`src/rtl/irq_pkg.sv`:
```
package irq_pkg;
  typedef enum logic [1:0] {
    ST_IDLE   = 2'd0,
    ST_STROBE = 2'd1,
    ST_WAIT   = 2'd2,
    ST_DONE   = 2'd3
  } ack_st_e;

  typedef struct packed {
    logic cascade;
    logic level;
    logic mask;
  } src_cfg_t;

  localparam int CFG_W = 3;
endpackage

```
`src/rtl/irq_sync.sv`:
```
module irq_sync #(
  parameter int W      = 5,
  parameter int STAGES = 2
) (
  input  logic         clk_i,
  input  logic         rst_ni,
  input  logic [W-1:0] d_i,
  output logic [W-1:0] q_o
);
  logic [W-1:0] chain_q [STAGES];

  always_ff @(posedge clk_i or negedge rst_ni) begin
    if (!rst_ni) begin
      for (int k = 0; k < STAGES; k++) chain_q[k] <= '0;
    end else begin
      chain_q[0] <= d_i;
      for (int k = 1; k < STAGES; k++) chain_q[k] <= chain_q[k-1];
    end
  end

  assign q_o = chain_q[STAGES-1];
endmodule

```
`src/rtl/irq_detect.sv`:
```
module irq_detect #(
  parameter int N = 5
) (
  input  logic         clk_i,
  input  logic         rst_ni,
  input  logic [N-1:0] sync_i,
  input  logic [N-1:0] dis_i,
  input  logic [N-1:0] mask_i,
  input  logic [N-1:0] level_i,
  input  logic [N-1:0] clr_i,
  output logic [N-1:0] act_o
);
  logic [N-1:0] eff;
  assign eff = sync_i & ~dis_i;

  for (genvar g = 0; g < N; g++) begin : g_src
    logic dly_q, pend_q, rise;
    assign rise = eff[g] & ~dly_q;

    always_ff @(posedge clk_i or negedge rst_ni) begin
      if (!rst_ni) begin
        dly_q  <= 1'b0;
        pend_q <= 1'b0;
      end else begin
        dly_q <= eff[g];
        if (dis_i[g] || level_i[g] || mask_i[g]) pend_q <= 1'b0;
        else if (rise)                          pend_q <= 1'b1;
        else if (clr_i[g])                      pend_q <= 1'b0;
      end
    end

    assign act_o[g] = ~mask_i[g] & (level_i[g] ? eff[g] : pend_q);
  end
endmodule

```
`src/rtl/irq_prio.sv`:
```
module irq_prio #(
  parameter int N     = 5,
  parameter int IDX_W = $clog2(N)
) (
  input  logic [N-1:0]     act_i,
  output logic             any_o,
  output logic [IDX_W-1:0] idx_o
);
  always_comb begin
    idx_o = '0;
    for (int k = N - 1; k >= 0; k--) begin
      if (act_i[k]) idx_o = IDX_W'(k);
    end
  end

  assign any_o = |act_i;
endmodule

```
`src/rtl/irq_ack_fsm.sv`:
```
module irq_ack_fsm
  import irq_pkg::*;
#(
  parameter int N        = 5,
  parameter int IDX_W    = $clog2(N),
  parameter int TYPE_W   = 8,
  parameter int VEC_BASE = 8,
  parameter int N_CASC   = 2
) (
  input  logic              clk_i,
  input  logic              rst_ni,
  input  logic              any_i,
  input  logic [IDX_W-1:0]  idx_i,
  input  logic              casc_i,
  input  logic              ack_i,
  input  logic [TYPE_W-1:0] ext_type_i,
  output logic [N-1:0]      clr_o,
  output logic [N_CASC-1:0] strobe_o,
  output logic              idle_o,
  output logic [TYPE_W-1:0] vec_o,
  output logic              vec_valid_o
);
  ack_st_e          st_q;
  logic [IDX_W-1:0] idx_q;
  logic             take;

  assign take = ack_i & any_i & (st_q == ST_IDLE);

  always_comb begin
    clr_o = '0;
    if (take) clr_o[idx_i] = 1'b1;
  end

  always_ff @(posedge clk_i or negedge rst_ni) begin
    if (!rst_ni) begin
      st_q  <= ST_IDLE;
      idx_q <= '0;
      vec_o <= '0;
    end else begin
      case (st_q)
        ST_IDLE: if (take) begin
          idx_q <= idx_i;
          if (casc_i) st_q <= ST_STROBE;
          else begin
            vec_o <= TYPE_W'(VEC_BASE) + TYPE_W'(idx_i);
            st_q  <= ST_DONE;
          end
        end
        ST_STROBE: st_q <= ST_WAIT;
        ST_WAIT: begin
          vec_o <= ext_type_i;
          st_q  <= ST_DONE;
        end
        default: st_q <= ST_IDLE;
      endcase
    end
  end

  for (genvar c = 0; c < N_CASC; c++) begin : g_strobe
    assign strobe_o[c] = (st_q == ST_STROBE) && (idx_q == IDX_W'(c));
  end

  assign idle_o      = (st_q == ST_IDLE);
  assign vec_valid_o = (st_q == ST_DONE);
endmodule

```
`src/rtl/irq_front.sv`:
```
module irq_front
  import irq_pkg::*;
#(
  parameter int N_SRC    = 5,
  parameter int TYPE_W   = 8,
  parameter int VEC_BASE = 8,
  parameter int SYNC_N   = 2,
  parameter int ADDR_W   = $clog2(N_SRC + 1)
) (
  input  logic              clk_i,
  input  logic              rst_ni,
  input  logic [N_SRC-1:0]  req_i,
  input  logic              cfg_we_i,
  input  logic [ADDR_W-1:0] cfg_addr_i,
  input  logic [CFG_W-1:0]  cfg_wdata_i,
  output logic              cpu_req_o,
  input  logic              cpu_ack_i,
  output logic [TYPE_W-1:0] vec_o,
  output logic              vec_valid_o,
  input  logic [TYPE_W-1:0] ext_type_i,
  output logic              pin2_o,
  output logic              pin3_o,
  output logic [1:0]        pin_oe_o
);
  localparam int IDX_W     = $clog2(N_SRC);
  localparam int N_CASC    = 2;
  localparam int SLAVE_ADR = N_SRC;

  src_cfg_t [N_SRC-1:0] cfg_q;
  logic                 slave_q;
  logic [N_SRC-1:0]     mask, level, dis, sync, act, clr;
  logic [N_CASC-1:0]    casc, strobe;
  logic                 any, idle, win_casc;
  logic [IDX_W-1:0]     idx;

  for (genvar g = 0; g < N_SRC; g++) begin : g_cfg
    always_ff @(posedge clk_i or negedge rst_ni) begin
      if (!rst_ni) begin
        cfg_q[g] <= '{cascade: 1'b0, level: 1'b0, mask: 1'b1};
      end else if (cfg_we_i && cfg_addr_i == ADDR_W'(g)) begin
        cfg_q[g].mask    <= cfg_wdata_i[0];
        cfg_q[g].level   <= cfg_wdata_i[1];
        cfg_q[g].cascade <= (g < N_CASC) ? cfg_wdata_i[2] : 1'b0;
      end
    end
    assign mask[g]  = cfg_q[g].mask;
    assign level[g] = cfg_q[g].level;
  end

  always_ff @(posedge clk_i or negedge rst_ni) begin
    if (!rst_ni) slave_q <= 1'b0;
    else if (cfg_we_i && cfg_addr_i == ADDR_W'(SLAVE_ADR)) slave_q <= cfg_wdata_i[0];
  end

  assign casc[0] = cfg_q[0].cascade;
  assign casc[1] = cfg_q[1].cascade;

  // pins turned into outputs never feed detection
  always_comb begin
    dis    = '0;
    dis[2] = casc[0];
    dis[3] = casc[1] | slave_q;
  end

  irq_sync #(.W(N_SRC), .STAGES(SYNC_N)) u_sync (
    .clk_i(clk_i), .rst_ni(rst_ni), .d_i(req_i), .q_o(sync)
  );

  irq_detect #(.N(N_SRC)) u_det (
    .clk_i(clk_i), .rst_ni(rst_ni), .sync_i(sync), .dis_i(dis),
    .mask_i(mask), .level_i(level), .clr_i(clr), .act_o(act)
  );

  irq_prio #(.N(N_SRC)) u_prio (
    .act_i(act), .any_o(any), .idx_o(idx)
  );

  assign win_casc = (idx < IDX_W'(N_CASC)) && casc[idx[0]];

  irq_ack_fsm #(
    .N(N_SRC), .TYPE_W(TYPE_W), .VEC_BASE(VEC_BASE), .N_CASC(N_CASC)
  ) u_fsm (
    .clk_i(clk_i), .rst_ni(rst_ni), .any_i(any), .idx_i(idx),
    .casc_i(win_casc), .ack_i(cpu_ack_i), .ext_type_i(ext_type_i),
    .clr_o(clr), .strobe_o(strobe), .idle_o(idle),
    .vec_o(vec_o), .vec_valid_o(vec_valid_o)
  );

  assign cpu_req_o = any & idle;
  assign pin2_o    = strobe[0];
  assign pin3_o    = casc[1] ? strobe[1] : (slave_q & cpu_req_o);
  assign pin_oe_o  = {casc[1] | slave_q, casc[0]};
endmodule

```
`config.mk`:
```
export PLATFORM = sky130hd
export DESIGN_NAME = irq_front
export DESIGN_NICKNAME = d
export VERILOG_FILES = /design/src/rtl/irq_pkg.sv /design/src/rtl/irq_sync.sv /design/src/rtl/irq_detect.sv /design/src/rtl/irq_prio.sv /design/src/rtl/irq_ack_fsm.sv /design/src/rtl/irq_front.sv
export SDC_FILE = /design/constraint.sdc
export NUM_CORES = 1
export LEC_CHECK = 0
export BUFFER_PORTS_ARGS = -buffer_cell sky130_fd_sc_hd__buf_2
export CAP_MARGIN = 0
export CORE_MARGIN = 2
export CORE_UTILIZATION = 55
export DETAILED_ROUTE_END_ITERATION = 8
export PLACE_DENSITY = 0.75
export SLEW_MARGIN = 5
export SYNTH_ARGS = -nofsm -noshare
export SYNTH_HDL_FRONTEND = slang
export SYNTH_HIERARCHICAL = 1
export SYNTH_SLANG_ARGS = --single-unit
```
`constraint.sdc`:
```
create_clock -name clk_i -period 3.5 [get_ports clk_i]
set_input_delay 0.175 -clock clk_i [delete_from_list [all_inputs] [get_ports clk_i]]
set_output_delay 0.175 -clock clk_i [all_outputs]
set_load 0.02 [all_outputs]
```
==> results.toml, run 1 <==
[global_route]
overflow = 0
grt_pass1_wl_um = 6620
grt_usage_pct = 20.1
antenna_found_initial = 0
grt_max_degree = 47
grt_pass1_vias = 1407

[timing]
finalHoldViolCount = 0
setup_viol = 0
fin_setup_tns_ns = 0
max_freq_mhz = 335
finalCritPeriodShare_pct = 85.2
finClkSkew_ns = 0.00387
relSlewSlack_pct = 34.6
drv_slew = 0
tightest_slew_ns = 0.981
fin_crit_ns = 2.98
rsz0062_at_grt = "false"

[clock_tree]
clock-sinks = 46
cts_resized = 0
cts_tree = "built"
post-cts-setup-buffer-count = 0
postCtsHoldBufs = 5
clk_pin_slew_ns = 0.08
cts-root-buf = "clkbuf_8"
cts_buffer_depth = 2
cts_buffers = 5
htree_levels = 2
clkLatencyLatePin_ns = 0.29

[setup_path]
crit_required_ns = 3.68
rr_worst_depth = 10
crit_path_cell_trace = "or2_2 > nand3b_1 > a21oi_1 > nand2b_1 > a21oi_1 > buf_4 > mux2i_1 > nor3_1 > a221oi_4 > mux2_2"
crit_type = "reg -> reg"
slowest_delay_ns = 0.57
cp-end-kind = "register"
cp_top_family = "compound AO/OA/AOI/OAI gates"
r2r-end = "u_fsm/vec_o[1]$_DFFE_PN0P_"
critical_path.most_common_cell = "a21oi_1"
crit_buf_inv = 1
crit_slowest_cell = "a221oi_4"
startpoint_type = "register"
reg2reg_from = "casc[1]$_DFFE_PN0P_"
reg2reg_setup_slack_ns = 0.52
path_max_fanout = 8
cp.arrival_ns = 3.16

[logic_synthesis]
synth_top_area_share_pct = 45.7
yosys.area.top_type = "dfrtp_1"
synthesis.area_sq_um = 2250
synthCells = 173
ys_ff_latch = 46
avgSynthCellArea_sq_um = 13.0
synth_area_leaders = "dfrtp_1 46%, mux2_2 10%, dfstp_2 5.8%"
ys_seq_area_share_pct = 51.5
yosys_warnings = 6
synth_cell_types = 35

[route]
via_count = 1485
ant_nets = 0
routed_via_density = 5.34
dr.pass1.iters = 4
wl_per_cell_um = 15.4
drt-total-wl_um = 4270
drtIter0Drc = 56
drc = 0

[cells_and_area]
area_delta_synth_final_pct = 17.4
antenna_cells = 0
layout-drive-gt1-share_pct = 38.2
stdcell_count = 278
nNetsFinal = 257
final_common_cell = "dfrtp_1"
layout_common_cells = "41 x dfrtp_1, 36 x buf_2, 20 x mux2_2"

[place]
gp_congestion = 0.844
hpwlAfterDp_um = 3160
numPortBuffers = 36
dp.cells = 265

[power_and_ir_drop]
p_per_area_nw_per_um2 = 623
vdd_drop_max_mv = 0.335
clkPwrFrac_pct = 19.8
switching_share_pct = 34.8
seqPwrFrac_pct = 44.1
pwr-share-comb_pct = 36.1
intPower_mw = 1.07
p_sw_mw = 0.572
total_leakage_power_nw = 1.20

[die]
core_area_sq_um = 3970
row_count = 23
die_w_um = 67.9
initial_utilization_pct = 56.6
boundaryPins = 37
die_y_um = 67.9
die_area_sq_um = 4610

[hold_path]
min_path_type = "in -> async"

[run_status]
outcome = "finished, final reports clean"

[run]
cap_viol_max_count = 0
-- worst reg2reg max path, stage by stage (launching register included) --
cell      delay (ns)
dfrtp_1         0.43
or2_2           0.33
nand3b_1        0.17
a21oi_1         0.26
nand2b_1        0.09
a21oi_1         0.14
buf_4           0.17
mux2i_1         0.19
nor3_1          0.11
a221oi_4        0.57
mux2_2          0.41
-- cells in the mapped netlist, drive strengths merged --
cell type	instances
and2	2
nand3	2
nor2b	1
dfstp	5
buf	6
ha	7
nand3b	5
conb	1
a221oi	1
a21oi	7
nor4	2
and2b	4
and4bb	3
nand2b	13
nand2	8
mux2	23
clkbuf	1
nor3	2
nand4b	2
dfrtp	41
mux2i	5
o21ai	2
nor4b	5
a2111oi	5
nor4bb	2
or2	1
or3b	5
inv	8
nor2	2
o31ai	1
a21boi	1
-- area by class of cell --
cell class,instances,area [sq um]
fillers,290,1330
clock inverters,1,5.00
multi-input cells,123,1050
repair buffers,43,245
flip-flops and latches,46,1160
clock buffers,7,86.3
inverters,8,30.0
well taps,50,62.6
-- per-layer routing --
layer	global-route usage, %	part of all wire (%)
met4	6.75	1.1
met3	4.93	4.6
met5	0	0
met1	24.4	42
met2	34.8	52
-- power by group through the flow --
stage | sequential [mW] | combinational [mW] | clock, mW
after floorplan | 0.744 | 0.409 | 0
after global routing | 0.739 | 0.648 | 0.360
after CTS | 0.726 | 0.594 | 0.339
after global placement | 0.725 | 0.560 | 0
final | 0.725 | 0.592 | 0.326
after detailed placement | 0.736 | 0.586 | 0
-- cells by family (layout without fill, tap and decap cells) --
group / Yosys count / after routing / synth area share, %
other: 1 / 12 / 0.167
adder cells (fa/ha/maj): 7 / 7 / 3.90
buffers and inverters: 15 / 59 / 3.51
flip-flops: 46 / 46 / 51.5
AND/OR/NAND/NOR: 59 / 59 / 19.4
multiplexers: 28 / 28 / 14.3
AO/OA/AOI/OAI: 17 / 17 / 7.19
-- stage by stage --
| stage | setup WS [ns] | total power [mW] | instance area [sq um] | utilization [%] | hold slack [ns] |
|---|---|---|---|---|---|
| after floorplan | 0.589 | 1.15 | 2290 | - | -0.121 |
| after global placement | 0.679 | 1.28 | 2500 | 62.9 | 0.283 |
| after detailed placement | 0.596 | 1.32 | 2500 | 62.9 | 0.284 |
| after CTS | 0.554 | 1.66 | 2640 | 66.4 | 0.0737 |
| after global routing | 0.394 | 1.75 | 2640 | 66.4 | 0.117 |
| final | 0.516 | 1.64 | 2640 | 66.4 | 0.0345 |
-- worst max path at each step --
| stage | from | end | slack [ns] | depth (start not counted) |
|---|---|---|---|---|
| final | casc[1]$_DFFE_PN0P_ | u_fsm/vec_o[1]$_DFFE_PN0P_ | 0.52 | 10 |
| after global routing | casc[1]$_DFFE_PN0P_ | u_fsm/vec_o[1]$_DFFE_PN0P_ | 0.39 | 10 |
| after CTS | casc[1]$_DFFE_PN0P_ | u_fsm/vec_o[1]$_DFFE_PN0P_ | 0.55 | 10 |
| after detailed placement | casc[1]$_DFFE_PN0P_ | u_fsm/vec_o[1]$_DFFE_PN0P_ | 0.60 | 10 |
| after floorplan | casc[1]$_DFFE_PN0P_ | u_fsm/vec_o[0]$_DFFE_PN0P_ | 0.59 | 9 |
| after global placement | casc[1]$_DFFE_PN0P_ | u_fsm/vec_o[0]$_DFFE_PN0P_ | 0.68 | 10 |
-- state kept, by name (all words and copies together) (netlist names) --
| signal | count |
|---|---|
| casc | 1 |
| cfg_q | 10 |
| pin_oe_o | 1 |
| slave_q | 1 |
| u_det/g_src.dly_q | 5 |
| u_det/g_src.pend_q | 5 |
| u_fsm/idx_q | 3 |
| u_fsm/st_q | 2 |
| u_fsm/vec_o | 8 |
| u_sync/chain_q | 5 |
| u_sync/q_o | 5 |
(Power assumes the default switching activity.)
==> run 2: changes to the inputs <==
--- a/config.mk
+++ b/config.mk
@@ -8,9 +8,9 @@
 export BUFFER_PORTS_ARGS = -buffer_cell sky130_fd_sc_hd__buf_2
 export CAP_MARGIN = 0
 export CORE_MARGIN = 2
-export CORE_UTILIZATION = 55
+export CORE_UTILIZATION = 45
 export DETAILED_ROUTE_END_ITERATION = 8
-export PLACE_DENSITY = 0.75
+export PLACE_DENSITY = 0.63
 export SLEW_MARGIN = 5
 export SYNTH_ARGS = -nofsm -noshare
 export SYNTH_HDL_FRONTEND = slang
==> results.toml, run 2 (same netlist as run 1, synthesis figures left out) <==
[clock_tree]
cts-root-buf = "clkbuf_8"
cts_tree = "built"
cts_buffers = 5
clock-sinks = 46
cts_buffer_depth = 2
htree_levels = 2
cts_resized = 0
post-cts-setup-buffer-count = 0
clk_pin_slew_ns = 0.08
clkLatencyLatePin_ns = 0.29

[power_and_ir_drop]
p_sw_mw = 0.562
intPower_mw = 1.07
total_leakage_power_nw = 1.20
seqPwrFrac_pct = 44.3
p_per_area_nw_per_um2 = 614
pwr-share-comb_pct = 35.8
switching_share_pct = 34.4
vdd_drop_max_mv = 0.244
clkPwrFrac_pct = 19.9

[global_route]
overflow = 0
grt_pass1_vias = 1487
antenna_found_initial = 0
grt_pass1_wl_um = 6840
grt_max_degree = 47
grt_usage_pct = 16.7

[die]
die_y_um = 74.6
boundaryPins = 37
core_area_sq_um = 4750
row_count = 25
initial_utilization_pct = 47.2
die_area_sq_um = 5570
die_w_um = 74.6

[timing]
finalCritPeriodShare_pct = 85.5
tightest_slew_ns = 1.01
finClkSkew_ns = 0.00561
drv_slew = 0
finalHoldViolCount = 0
rsz0062_at_grt = "false"
setup_viol = 0
relSlewSlack_pct = 32.5
max_freq_mhz = 334
fin_setup_tns_ns = 0
fin_crit_ns = 2.99

[place]
numPortBuffers = 36
dp.cells = 282
hpwlAfterDp_um = 3130
gp_congestion = 0.863

[setup_path]
cp-end-kind = "register"
slowest_delay_ns = 0.56
reg2reg_setup_slack_ns = 0.51
critical_path.most_common_cell = "a21oi_1"
startpoint = "casc[1]$_DFFE_PN0P_"
path_max_fanout = 8
crit_required_ns = 3.68
cp.arrival_ns = 3.18
crit_slowest_cell = "a221oi_4"
startpoint_type = "register"
crit_type = "reg -> reg"
reg2reg_from = "casc[1]$_DFFE_PN0P_"
crit_path_cell_trace = "or2_2 > nand3b_1 > a21oi_1 > nand2b_1 > a21oi_1 > buf_4 > mux2i_1 > nor3_1 > a221oi_4 > mux2_2"

[route]
ant_nets = 0
via_count = 1454
drtIter0Drc = 76
dr.pass1.iters = 4
wl_per_cell_um = 13.9
drc = 0
routed_via_density = 4.93
drt-total-wl_um = 4100

[cells_and_area]
nNetsFinal = 257
top_regs = "cfg_q: 10 flops, u_fsm/vec_o: 8 flops"
final_common_cell = "dfrtp_1"
register_area_sq_um = 1160
layout_common_cells = "41 x dfrtp_1, 36 x buf_2, 20 x mux2_2"
stdcell_count = 295
area_delta_synth_final_pct = 18.4
fillers = 414
largest_reg_flops = 10
layout-drive-gt1-share_pct = 38.2
multi_input_area_sq_um = 1050
regMostFlops = "cfg_q"
antenna_cells = 0

[hold_path]
min_path_type = "in -> async"

[run_status]
outcome = "finished, final reports clean"

[run]
cap_viol_max_count = 0
-- run 2: final cells by class --
type	instances	share of cell area (%)
inverters	8	1.13
well taps	67	3.15
repair buffers	43	9.22
clock buffers	7	3.25
multi-input cells	123	39.5
flip-flops and latches	46	43.5
clock inverters	1	0.188
-- run 2: power groups by stage --
stage	Combinational, mW	Sequential (mW)	Clock, mW
6_report	0.584	0.722	0.326
5_1_grt	0.645	0.740	0.363
4_1_cts	0.589	0.725	0.342
3_5_place_dp	0.582	0.735	0
3_3_place_gp	0.560	0.726	0
2_1_floorplan	0.409	0.744	0
-- run 2: path summary, 6_finish.rpt --
path	endpoint	cells past startpoint
worst max-delay path	u_fsm/vec_o[0]$_DFFE_PN0P_	10
worst min-delay path	u_sync/chain_q[7]$_DFF_PN0_	1
worst max register to register	u_fsm/vec_o[0]$_DFFE_PN0P_	10
worst min register to register	u_sync/q_o[3]$_DFF_PN0_	0
max in group asynchronous	u_sync/chain_q[6]$_DFF_PN0_	1
min in group clk_i	u_fsm/vec_o[6]$_DFFE_PN0P_	3
-- run 2: metrics by stage --
stage / power, mW / area [sq um] / setup WS (ns) / utilization, % / hold slack (ns)
floorplan: 1.15 / 2290 / 0.589 / - / -0.121
global placement: 1.29 / 2520 / 0.670 / 52.9 / 0.283
detailed placement: 1.32 / 2520 / 0.545 / 52.9 / 0.284
CTS: 1.66 / 2660 / 0.516 / 55.9 / 0.0796
global route: 1.75 / 2660 / 0.293 / 55.9 / 0.117
finish: 1.63 / 2660 / 0.506 / 55.9 / 0.0439
-- run 2: timing repair --
action | 4_1_cts | 5_1_grt
endpoints found under the setup margin | 0 | 0
hold endpoints to repair | 5 | 0
hold buffers | 5 | 0
-- run 2: metal layers --
layer,vias up,global-route usage [%],wire length [um]
met5,-,0,0
li1,705,-,-
met2,29,27.4,2030
met3,2,4.02,185
met1,718,21.3,1860
met4,0,6.75,29
-- run 2: critical path, delay by kind of cell, from the launching register on --
kind,cells,cell delay [ns]
mux,2,0.61
buf+inv,1,0.16
compound gates,3,0.96
simple gates,4,0.71
flops,1,0.43
